### src/rtl/xcvr_mode_pkg.sv
package xcvr_mode_pkg;

    typedef enum logic [1:0] {
        CH_OFF    = 2'd0,
        CH_STBY   = 2'd1,
        CH_WAKING = 2'd2,
        CH_NORM   = 2'd3
    } ch_state_e;

    typedef enum logic [1:0] {
        BIAS_FLOAT = 2'b00,
        BIAS_GND   = 2'b01,
        BIAS_MID   = 2'b10
    } bias_e;

endpackage

### src/rtl/xcvr_wake_timer.sv
module xcvr_wake_timer #(
    parameter int DLY_CYC = 50
) (
    input  logic clk,
    input  logic rst_n,
    input  logic run,
    output logic done
);
    localparam int CW = $clog2(DLY_CYC) + 1;
    localparam logic [CW-1:0] LAST = CW'(DLY_CYC - 1);

    logic [CW-1:0] cnt;

    assign done = run && (cnt == LAST);

    always_ff @(posedge clk or negedge rst_n) begin
        if (!rst_n) begin
            cnt <= '0;
        end else if (!run) begin
            cnt <= '0;
        end else if (!done) begin
            cnt <= cnt + 1'b1;
        end
    end
endmodule

### src/rtl/xcvr_chan_fsm.sv
module xcvr_chan_fsm
    import xcvr_mode_pkg::*;
#(
    parameter int DLY_CYC = 50
) (
    input  logic       clk,
    input  logic       rst_n,
    input  logic       stby_req,
    input  logic       bus_dom,
    input  logic       wake_det,
    input  logic       core_uv,
    input  logic       io_uv,
    output logic       tx_en,
    output logic       nrx_en,
    output logic       lprx_en,
    output logic [1:0] bias_sel,
    output logic       rx_out
);
    ch_state_e cur, nxt;
    logic      dly_done;

    xcvr_wake_timer #(.DLY_CYC(DLY_CYC)) u_timer (
        .clk   (clk),
        .rst_n (rst_n),
        .run   (cur == CH_WAKING),
        .done  (dly_done)
    );

    always_ff @(posedge clk or negedge rst_n) begin
        if (!rst_n) begin
            cur <= CH_STBY;
        end else begin
            cur <= nxt;
        end
    end

    always_comb begin
        nxt = cur;
        if (io_uv) begin
            nxt = CH_OFF;
        end else begin
            unique case (cur)
                CH_OFF:    nxt = CH_STBY;
                CH_STBY:   if (!core_uv && !stby_req) nxt = CH_WAKING;
                CH_WAKING: begin
                    if (core_uv || stby_req) nxt = CH_STBY;
                    else if (dly_done)       nxt = CH_NORM;
                end
                CH_NORM:   if (core_uv || stby_req) nxt = CH_STBY;
                default:   nxt = CH_STBY;
            endcase
        end
    end

    always_comb begin
        tx_en    = 1'b0;
        nrx_en   = 1'b0;
        lprx_en  = 1'b0;
        bias_sel = BIAS_FLOAT;
        rx_out   = 1'b1;
        unique case (cur)
            CH_OFF: begin
                rx_out = 1'b1;
            end
            CH_STBY, CH_WAKING: begin
                lprx_en  = 1'b1;
                bias_sel = BIAS_GND;
                rx_out   = ~wake_det;
            end
            CH_NORM: begin
                tx_en    = 1'b1;
                nrx_en   = 1'b1;
                bias_sel = BIAS_MID;
                rx_out   = ~bus_dom;
            end
            default: begin
                rx_out = 1'b1;
            end
        endcase
    end
endmodule

### src/rtl/dual_xcvr_mode_ctrl.sv
module dual_xcvr_mode_ctrl #(
    parameter int NCH     = 2,
    parameter int DLY_CYC = 50
) (
    input  logic             clk,
    input  logic             rst_n,
    input  logic [NCH-1:0]   stby_req,
    input  logic [NCH-1:0]   bus_dom,
    input  logic [NCH-1:0]   wake_det,
    input  logic             core_uv,
    input  logic             io_uv,
    output logic [NCH-1:0]   tx_en,
    output logic [NCH-1:0]   nrx_en,
    output logic [NCH-1:0]   lprx_en,
    output logic [2*NCH-1:0] bias_sel,
    output logic [NCH-1:0]   rx_out
);
    for (genvar i = 0; i < NCH; i++) begin : g_ch
        xcvr_chan_fsm #(.DLY_CYC(DLY_CYC)) u_ch (
            .clk      (clk),
            .rst_n    (rst_n),
            .stby_req (stby_req[i]),
            .bus_dom  (bus_dom[i]),
            .wake_det (wake_det[i]),
            .core_uv  (core_uv),
            .io_uv    (io_uv),
            .tx_en    (tx_en[i]),
            .nrx_en   (nrx_en[i]),
            .lprx_en  (lprx_en[i]),
            .bias_sel (bias_sel[2*i +: 2]),
            .rx_out   (rx_out[i])
        );
    end
endmodule

### config.mk
export PLATFORM = sky130hd
export DESIGN_NAME = dual_xcvr_mode_ctrl
export DESIGN_NICKNAME = d
export VERILOG_FILES = /design/src/rtl/xcvr_mode_pkg.sv /design/src/rtl/xcvr_wake_timer.sv /design/src/rtl/xcvr_chan_fsm.sv /design/src/rtl/dual_xcvr_mode_ctrl.sv
export SDC_FILE = /design/constraint.sdc
export NUM_CORES = 1
export LEC_CHECK = 0
export BUFFER_PORTS_ARGS = -buffer_cell sky130_fd_sc_hd__buf_4
export CORE_MARGIN = 2
export CORE_UTILIZATION = 55
export CTS_BUF_LIST = sky130_fd_sc_hd__clkbuf_2 sky130_fd_sc_hd__clkbuf_4 sky130_fd_sc_hd__clkbuf_8
export DETAILED_ROUTE_END_ITERATION = 7
export PLACE_DENSITY = 0.84
export SLEW_MARGIN = 20
export SYNTH_ARGS = -nofsm -noshare
export SYNTH_HDL_FRONTEND = slang
export SYNTH_SLANG_ARGS = --single-unit
export TNS_END_PERCENT = 100
### constraint.sdc
create_clock -name clk -period 4.6 [get_ports clk]
set_input_delay 0.92 -clock clk [delete_from_list [all_inputs] [get_ports clk]]
set_output_delay 0.92 -clock clk [all_outputs]
set_load 0.02 [all_outputs]
After elaboration in Yosys (flattened, before gate mapping)
Index checks and enable logic that the tools add are counted.

Add/subtract/negate cells: 2. Equality and inequality tests: 16. Mux-type cells: 24. Bitwise gates (word level): 4. Reduce and logical (&&, ||, !) cells: 15.

Operators by type and width (count): $mux W7 (4); $mux W2 (10); $pmux W2 S4 (2); $add A7 B1 Y7 const B (2); $eq A7 B6 Y1 const B (2); $ne A3 B2 Y1 const B (4); $eq A2 B2 Y1 const B (4); $ne A4 B2 Y1 const B (2); $pmux W2 S2 (2); $pmux W1 S3 (2); $reduce_and A3 Y1 (2); $eq A2 B1 Y1 const B (2); $logic_and A1 B1 Y1 (4); $logic_not A2 Y1 (2); $mux W1 (4); $ne A2 B2 Y1 const B (2); $not A1 Y1 (4); $reduce_or A2 Y1 (2); $logic_not A1 Y1 (3); $logic_or A1 B1 Y1 (2).

Bits in registers: 18.

Longest topological paths before layout
Gate-level depths: netlist of run 1.

Depth after elaboration: 6. Gate-level depth with buffers: 7. Mapped depth without buffers: 6.

Hierarchy
From an unflattened synthesis of run 1, not the netlist that was laid out.

Cell total of the unflattened synthesis: 124. Area total of the unflattened synthesis: 1246.2 um^2.

By module, submodules not included: xcvr_wake_timer (times used 2, cells each 36, area each 387.9 um^2, seq. area each 175.2 um^2); xcvr_chan_fsm (times used 2, cells each 26, area each 235.2 um^2, seq. area each 51.3 um^2).

Worst setup path after synthesis of run 1
No wires, ideal clock.

Kind: input to output. Start point: input port bus_dom[0]. End point: output port rx_out[0]. Data arrival time: 1281 ps. Setup slack: 2399 ps. Stages: 4. Cells stage by stage: inv_1 > a21oi_1 > o21ai_0 > buf_4.

Cells in the longest elaborated chain, start to end: 2.

RTL lines: from (decl) (RTL line dual_xcvr_mode_ctrl.sv:8) `input logic [NCH-1:0] bus_dom,`; $not A1 Y1 (RTL line xcvr_chan_fsm.sv:74) `rx_out = ~bus_dom;`; $pmux W1 S3 (RTL line xcvr_chan_fsm.sv:61) `unique case (cur)`; to (decl) (RTL line dual_xcvr_mode_ctrl.sv:16) `output logic [NCH-1:0] rx_out`.

No other way between the ends.

Final worst setup path of run 1
Start point: register g_ch[1].u_ch.cur[0]. End point: output port rx_out[1].

Cells in the longest elaborated chain, start to end: 3. Elaborated cells between the ends (all ways): 6. Classes of those cells: 3 x eq/ne; 1 x mux; 2 x reduce/logical.

RTL lines: from (decl) (RTL line xcvr_chan_fsm.sv:19) `ch_state_e cur, nxt;`; from (signal assigned) (RTL line xcvr_chan_fsm.sv:33) `cur <= nxt;`; $eq A2 B2 Y1 or $eq A2 B1 Y1 (tied branches) (RTL line xcvr_chan_fsm.sv:61); $reduce_or A2 Y1 (RTL line xcvr_chan_fsm.sv:61); $pmux W1 S3 * (RTL line xcvr_chan_fsm.sv:61).

Every way passes the cells marked *; elsewhere a longest branch is shown, timed or not.

==> qor.yml, run 1 <==
status: "completed"
dr.pass1.iters: 4
ios: 22
setup_tns_ps: 0
synth_area_leaders: "dfrtp_1, ha_1, buf_4"
cp_num_buf_inv: 3
final_nets: 170
core_area_um2: 2191
critPathSlowestCell: "dfstp_2"
rsz0062_at_grt: "false"
synthesis.nets: 155
vias: 926
powerDensity_nw_per_um2: 266.4
wire_per_inst_um: 13.22
combPwrFrac_pct: 28.1
p_clk_share_pct: 25.7
async_reset_ff_share_pct: 100.0
grt.overflow.total: 0
ys_ff_latch: 18
multi_input_area_um2: 689.4
cts_sinks: 18
track_usage_pct: 19.38
cpPeakStageDelay_ps: 590
rows: 17
syn-cell-area_um2: 1264
synth_top_cell_area_share_pct: 31.68
cts_setup_buffers: 0
yosysTopAreaCell: "dfrtp_1"
relSlewSlack_pct: 77.75
h-tree-depth: 1
critical_path.top_delay_family: "flip-flops"
share_seq_of_total_power_pct: 46.2
synth_cell_types: 33
grt_pass1_vias: 943
dieHeight_um: 51.94
cts_buffers: 3
final-hold-violation-count: 0
fmax_ghz: 0.3845
fin_skew_ps: 1.447
vias_per_cell: 5.415
arrival_ps: 1680
period_needed_ps: 2601
worst_pin_slew_ps: 331.2
crit_type: "reg -> out"
synth.top_cells.by_count: "dfrtp_1, ha_1, inv_1"
critPathLaunchType: "flip-flop"
setup_violations: 0
seq_area_frac_synth_pct: 35.84
antenna_cells: 0
cp_data_required_time_ps: 3680
drt_wl_total_um: 2261
ctsHoldBuffers: 0
worstPathCellList: "inv_1, ha_1, inv_1, o21ai_0, buf_4"
clock_latency_ps: 290
final_util_pct: 64.48
drc: 0
ys.warnings.count: 0
p_int_mw: 0.2596
die_area_um2: 2697
antenna_found_initial: 0
clkSlewWorstSetupHoldPaths_ps: 100
cts_resized: 0
cp_max_fo: 5
synthCells: 129
layout-drive-gt1-share_pct: 24.48
hold_path_class: "in -> async"
dp_hpwl_um: 1734
regArea_um2: 452.9
peakVddDrop_mv: 0.2094
place.gp.congestion: 0.7862
swShare_pct: 31.01
dieWidth_um: 51.94
p_sw_mw: 0.1167
cts_buffer_depth: 2
io_buffers: 21
grt_max_degree: 19
synth_edf_count: 0
critPathMostFrequentCell: "inv_1"
n_fill_cell: 187
cts_root_buf: "clkbuf_4"
grt_first_pass_wirelength_um: 3939
fin_crit_sh_pct: 56.54
max-cap-violations: 0
synth_flop_cell: "dfrtp_1"
start_util_pct: 57.68
ant_nets: 0
leakage_nw: 0.6829
area_delta_synth_final_pct: 11.78
drt_iter0_drc: 4
syn_area_per_cell_um2: 9.796
cts_tree: "yes"
endpoint_kind: "output port"
slew_viol_final: 0
[through the flow]
| step | hold WS (ps) | setup slack, ps | instance area (um2) | std cells | power (mW) |
|---|---|---|---|---|---|
| finish | 479.0 | 1999 | 1413 | 171 | 0.3763 |
| global route | 478.4 | 1890 | 1413 | 171 | 0.3984 |
| CTS | 483.8 | 1990 | 1413 | 171 | 0.3788 |
| detailed placement | 553.7 | 2273 | 1376 | 167 | 0.2822 |
| global placement | 543.4 | 2304 | 1376 | 167 | 0.2781 |
| floorplan | 512.5 | 2399 | 1264 | 129 | 0.2586 |
[metal layers]
layer	vias to the layer above	track usage (%)	wire, um	share of wire, %
met4	0	10.53	41	1.8
met5	-	0	0	0
met1	441	24.41	1037	46
met3	6	2.299	66	2.9
met2	24	32.07	1115	49
li1	455	-	-	-
[worst register-to-register path, cell delays in order, from the launching register on]
cell     delay [ps]
dfrtp_1         440
inv_1            80
ha_1            140
or4b_1          590
o21ai_4         230
a21oi_2          90
mux2_4          300
[final timing paths]
path | startpoint | end | slack [ps] | depth (start not counted)
worst max-delay path | g_ch[1].u_ch.cur[0] | rx_out[1] | 2000 | 5
worst min-delay path | rst_n | g_ch[0].u_ch.u_timer.cnt[3] | 480 | 1
worst max register to register | g_ch[1].u_ch.u_timer.cnt[1] | g_ch[1].u_ch.cur[0] | 2670 | 6
worst min register to register | g_ch[0].u_ch.u_timer.cnt[6] | g_ch[0].u_ch.u_timer.cnt[6] | 570 | 2
max in group asynchronous | rst_n | g_ch[1].u_ch.cur[0] | 3860 | 1
min in group clk | g_ch[0].u_ch.u_timer.cnt[6] | g_ch[0].u_ch.u_timer.cnt[6] | 570 | 2
[kinds of logic (layout without fill, tap and decap cells)]
logic type | after synthesis | after routing | synth area share, %
muxes | 3 | 3 | 2.871
and+or+nand+nor | 39 | 39 | 17.13
DFF | 18 | 18 | 35.84
buffers and inverters | 22 | 36 | 9.603
xor gates and xnor gates | 8 | 8 | 5.545
AOI/OAI and AO/OA | 23 | 23 | 13.17
adders and majority gates | 16 | 16 | 15.84
[registers in the layout (all words and copies together) (netlist names)]
| signal | count |
|---|---|
| g_ch.u_ch.u_timer.cnt | 14 |
| g_ch.u_ch.cur | 4 |
[layout make-up]
type / count / area share (%)
multi-input combinational: 89 / 48.80
sequential: 18 / 32.06
timing repair buffer: 21 / 11.16
inverter: 11 / 2.923
clock buffer: 4 / 2.569
tap: 28 / 2.480
[cell usage in the layout, fill, tap and decap left out, types with 3 or more instances in the layout]
cell type and count:
a21oi_1 7, dfrtp_1 16, and2_1 8, xnor2_1 7, nand3_1 7, and3_1 3
nand2_1 3, nor2_1 9, ha_1 16, o21ai_0 7, buf_4 21, clkbuf_4 3
inv_1 11, or3_1 3
[power by group through the flow]
stage | clock [mW] | combinational [mW] | sequential, mW
after global placement | 0 | 0.102 | 0.176
final | 0.0968 | 0.106 | 0.174
after CTS | 0.0987 | 0.106 | 0.174
after global routing | 0.107 | 0.116 | 0.175
after floorplan | 0 | 0.0836 | 0.175
after detailed placement | 0 | 0.105 | 0.177
(Power assumes the default switching activity.)
==> run 2, diff against run 1 <==
CORE_UTILIZATION = 52   (was 55)
PLACE_DENSITY = 0.83   (was 0.84)
clock period = 2.3 ns   (was 4.6 ns; I/O delays follow)
==> run 2 against run 1 <==
Final area did not move. Die area rose by 5.3%. Sequential power rose by 100%. Count of clock-buffer cells in the layout did not move. Clock skew barely moved. Flip-flop and latch count did not move. Critical path depth did not move. Critical endpoint unchanged. Largest power group unchanged.
==> qor.yml, run 2 (synthesized netlist as in run 1, its figures left out) <==
final_nets: 170
critPathSlowestCell: "dfstp_2"
peakVddDrop_mv: 0.3386
clkSlewWorstSetupHoldPaths_ps: 110
clock_latency_ps: 300
fin_crit_sh_pct: 93.14
rsz0062_at_grt: "false"
track_usage_pct: 18.68
layout-drive-gt1-share_pct: 24.48
powerDensity_nw_per_um2: 536.7
rr_worst_depth: 6
leakage_nw: 0.6829
postPlaceCellArea_um2: 1376
antenna_cells: 0
fmax_ghz: 0.4668
area_delta_synth_final_pct: 11.78
ctsHoldBuffers: 0
cts_buffer_depth: 2
dieHeight_um: 53.30
n_fill_cell: 197
cts_buffers: 3
cts_setup_buffers: 0
arrival_ps: 1680
drt_wl_total_um: 2282
antenna_found_initial: 0
grt_max_degree: 19
crit_cells: 5
slew_viol_final: 0
setup_violations: 0
design_area_um2: 1413
worstPathCellList: "inv_1, ha_1, inv_1, o21ai_0, buf_4"
crit_start: "g_ch[1].u_ch.cur[0]"
grt_first_pass_wirelength_um: 3788
drt_iter0_drc: 16
cp_max_fo: 5
cts_resized: 0
dieWidth_um: 53.30
wire_per_inst_um: 13.35
rows: 17
r2r-start: "g_ch[1].u_ch.u_timer.cnt[1]"
dp_hpwl_um: 1747
cpPeakStageDelay_ps: 590
ant_nets: 0
status: "completed"
ios: 22
final_cell_mix: "buf_4, ha_1, dfrtp_1"
vias_per_cell: 5.456
final-hold-violation-count: 0
period_needed_ps: 2142
cp_num_buf_inv: 3
max_flop_register: "g_ch.u_ch.u_timer.cnt"
die_area_um2: 2840
io_buffers: 21
cts_tree: "yes"
cts_root_buf: "clkbuf_4"
endpoint_kind: "output port"
max-cap-violations: 0
reg2reg_slack_ps: 400
worst_pin_slew_ps: 342.4
grt.overflow.total: 0
vias: 933
fin_skew_ps: 1.523
cp_data_required_time_ps: 1840
critical_path.top_delay_family: "flip-flops"
relSlewSlack_pct: 77.17
critPathMostFrequentCell: "inv_1"
h-tree-depth: 1
grt_pass1_vias: 859
critPathLaunchType: "flip-flop"
drc: 0
setup_tns_ps: 0
core_area_um2: 2255
crit_type: "reg -> out"
largest_reg_flops: 14
largestRegisters: "g_ch.u_ch.u_timer.cnt (14), g_ch.u_ch.cur (4)"
dr.pass1.iters: 4
layout_commonest_cell: "buf_4"
hold_path_class: "in -> async"
cts_sinks: 18
start_util_pct: 56.05
place.gp.congestion: 0.7638
==> run 2: cell counts in the layout (fill, tap and decap cells not counted) <==
Identical to the previous run, type by type.
==> run 2: cell type report <==
cell class                 instances  area [um2]  area share [%]
tap                               28       35.03           2.480
sequential                        18       452.9           32.06
clock buffer                       4       36.28           2.569
multi-input combinational         89       689.4           48.80
inverter                          11       41.29           2.923
timing repair buffer              21       157.7           11.16
==> run 2: path summary, 6_finish.rpt <==
| kind | endpoint |
|---|---|
| hold reg to reg | g_ch[0].u_ch.u_timer.cnt[6] |
| setup / recovery | rx_out[1] |
| min in group clk | g_ch[1].u_ch.cur[1] |
| hold / removal | g_ch[1].u_ch.u_timer.cnt[2] |
| setup reg to reg | g_ch[1].u_ch.cur[0] |
| max in group asynchronous | g_ch[0].u_ch.cur[0] |
==> run 2: worst register-to-register path, cell delays in order, from the launching register on <==
cell     delay (ps)
dfrtp_1         440
inv_1            80
ha_1            140
or4b_1          590
o21ai_4         210
a21oi_2          80
mux2_4          300
==> run 2: per-layer routing <==
layer | up-vias | global-route usage, % | wire length, um
met4 | 0 | 10.26 | 54
li1 | 457 | - | -
met2 | 16 | 30.66 | 1139
met3 | 4 | 2.542 | 75
met5 | - | 0 | 0
met1 | 456 | 23.36 | 1013
==> run 2: power by group <==
| group | switching [mW] | internal, mW | total, mW |
|---|---|---|---|
| logic | 0.117 | 0.0900 | 0.207 |
| clock network | 0.106 | 0.0967 | 0.203 |
| registers | 0.0157 | 0.332 | 0.348 |
| total | 0.239 | 0.519 | 0.758 |
==> run 2: stage by stage <==
step / total power, mW / setup WS, ps / util (%) / hold WS (ps) / cells
4_1_cts: 0.7664 / 147.0 / 62.65 / 4.763 / 171
5_1_grt: 0.8063 / 21.31 / 62.65 / 5.576 / 171
3_3_place_gp: 0.5562 / 508.1 / 61.04 / 346.5 / 167
6_report: 0.7581 / 157.7 / 62.65 / 1.045 / 171
2_1_floorplan: 0.5173 / 579.3 / - / 164.4 / 129
3_5_place_dp: 0.5636 / 445.0 / 61.04 / 344.5 / 167
==> run 3, diff against run 2 <==
BUFFER_PORTS_ARGS = unset   (was -buffer_cell sky130_fd_sc_hd__buf_4)
CORE_UTILIZATION = 55   (was 52)
DONT_BUFFER_PORTS = 1   (was unset)
PLACE_DENSITY = 0.78   (was 0.83)
==> run 3 against run 2 <==
Sequential share of layout area is 2.5 points higher. Critical path depth stayed put. Combinational power is 13% lower. Setup slack worse by 20 ps. Core utilization is 2.9 points lower. Count of clock-buffer cells in the layout stayed put. First-iteration DRC count is 19% higher. Clock skew is 14 ps higher. Final area is 7.3% lower. Cell count is 8.2% lower. Fmax is 0.94% lower.
==> qor.yml, run 3 (synthesized netlist as in run 1, its figures left out) <==
status: "completed"
ios: 22
cp_max_fo: 5
period_needed_ps: 2163
final_util_pct: 59.79
share_seq_of_total_power_pct: 47.7
final_cell_mix: "ha_1, dfrtp_1, inv_1"
rr_worst_depth: 5
p_sw_mw: 0.2320
vias: 857
dieWidth_um: 51.94
largest_reg_flops: 14
hold_depth: 1
layout-drive-gt1-share_pct: 15.50
postPlaceCellArea_um2: 1264
drt_iter0_drc: 19
track_usage_pct: 16.73
crit_type: "reg -> out"
largestRegisters: "g_ch.u_ch.u_timer.cnt (14), g_ch.u_ch.cur (4)"
worst_pin_slew_ps: 792.3
cts_buffers: 3
critPathSlowestCell: "dfstp_2"
cts_tree: "yes"
final_nets: 156
setup_violations: 0
cpPeakStageDelay_ps: 600
core_area_um2: 2191
cts_sinks: 18
grt_pass1_vias: 809
dp_hpwl_um: 1645
r2r-start: "g_ch[1].u_ch.u_timer.cnt[0]"
design_area_um2: 1310
area_delta_synth_final_pct: 3.664
setup_tns_ps: 0
combPwrFrac_pct: 24.6
p_clk_share_pct: 27.7
vias_per_cell: 5.459
wire_per_inst_um: 13.54
grt_max_degree: 19
fmax_ghz: 0.4624
start_util_pct: 57.68
arrival_ps: 1700
clkSlewWorstSetupHoldPaths_ps: 120
powerDensity_nw_per_um2: 557.0
endpoint_kind: "output port"
cts_buffer_depth: 2
grt.overflow.total: 0
max-cap-violations: 0
final-hold-violation-count: 0
ant_nets: 0
cts_resized: 0
rsz0062_at_grt: "false"
antenna_cells: 0
drc: 0
peakVddDrop_mv: 0.4941
drt_wl_total_um: 2125
rows: 17
grt_first_pass_wirelength_um: 3429
io_buffers: 0
place.gp.congestion: 0.7945
worstPathCellList: "inv_1, ha_1, inv_1, o21ai_0, buf_4"
die_area_um2: 2697
worst_hold_slack_ps: 202.9
swShare_pct: 31.79
leakage_nw: 0.6118
hold_path_class: "in -> reg"
critPathLaunchType: "flip-flop"
cp_data_required_time_ps: 1840
slew_viol_final: 0
place_inst: 152
relSlewSlack_pct: 47.01
critPathMostFrequentCell: "inv_1"
finalPower_mw: 0.7297
p_int_mw: 0.4977
fin_crit_sh_pct: 94.03
fin_skew_ps: 15.06
rr_endpoint: "g_ch[1].u_ch.cur[0]"
max_flop_register: "g_ch.u_ch.u_timer.cnt"
cts_root_buf: "clkbuf_4"
place_ws_ps: 457.6
h-tree-depth: 1
holdPathEnd: "g_ch[1].u_ch.cur[1]"
setup_ws_ps: 137.4
clock_latency_ps: 300
dieHeight_um: 51.94
reg2reg_slack_ps: 460
antenna_found_initial: 0
dr.pass1.iters: 4
hp-start: "io_uv"
cts_setup_buffers: 0
final_cells: 157
[run 3: cell count changes in the layout (fill, tap and decap cells not counted)]
cell / before / now
buf_4: 21 / 6
dlygate4sd3_1: 0 / 1
[run 3: power groups by stage]
| stage | Sequential [mW] | Clock (mW) | Combinational (mW) |
|---|---|---|---|
| CTS | 0.348 | 0.204 | 0.180 |
| finish | 0.348 | 0.202 | 0.180 |
| global placement | 0.353 | 0 | 0.165 |
| floorplan | 0.350 | 0 | 0.167 |
| detailed placement | 0.355 | 0 | 0.172 |
| global route | 0.350 | 0.216 | 0.198 |
[run 3: how the worst max path moves through the flow]
stage | endpoint | slack [ps] | startpoint
detailed placement | g_ch[1].u_ch.cur[0] | 460 | g_ch[1].u_ch.u_timer.cnt[1]
CTS | rx_out[1] | 140 | g_ch[1].u_ch.cur[0]
global placement | g_ch[1].u_ch.cur[0] | 520 | g_ch[1].u_ch.u_timer.cnt[1]
global route | rx_out[1] | 80 | g_ch[1].u_ch.cur[0]
finish | rx_out[1] | 140 | g_ch[1].u_ch.cur[0]
floorplan | rx_out[1] | 580 | g_ch[1].u_ch.cur[0]
[run 3: area by class of cell]
cell class | instances | area, um2
Clock buffer | 4 | 36.28
Fill cell | 179 | 880.8
Inverter | 11 | 41.29
Multi-Input combinational cell | 89 | 689.4
Sequential cell | 18 | 452.9
Tap cell | 28 | 35.03
Timing Repair Buffer | 7 | 55.05
[run 3: routing by layer]
| metal | wire, um | up-vias | GRT usage [%] |
|---|---|---|---|
| met4 | 0 | 0 | 0 |
| met1 | 960 | 414 | 19.41 |
| met2 | 1091 | 14 | 31.01 |
| met3 | 73 | 0 | 6.034 |
| li1 | - | 429 | - |
| met5 | 0 | - | 0 |
[run 3: what timing repair did]
| action | CTS | global route |
|---|---|---|
| hold buffers | 1 | 0 |
| hold endpoints to repair | 18 | 0 |
| setup endpoints to repair | 0 | 0 |
[run 3: critical path: cells and delay by family (launching register included)]
| kind | cells | cell delay [ps] |
|---|---|---|
| adder cells (fa/ha/maj) | 1 | 300 |
| flip-flops | 1 | 600 |
| buffers and inverters | 3 | 310 |
| AO/OA/AOI/OAI | 1 | 180 |
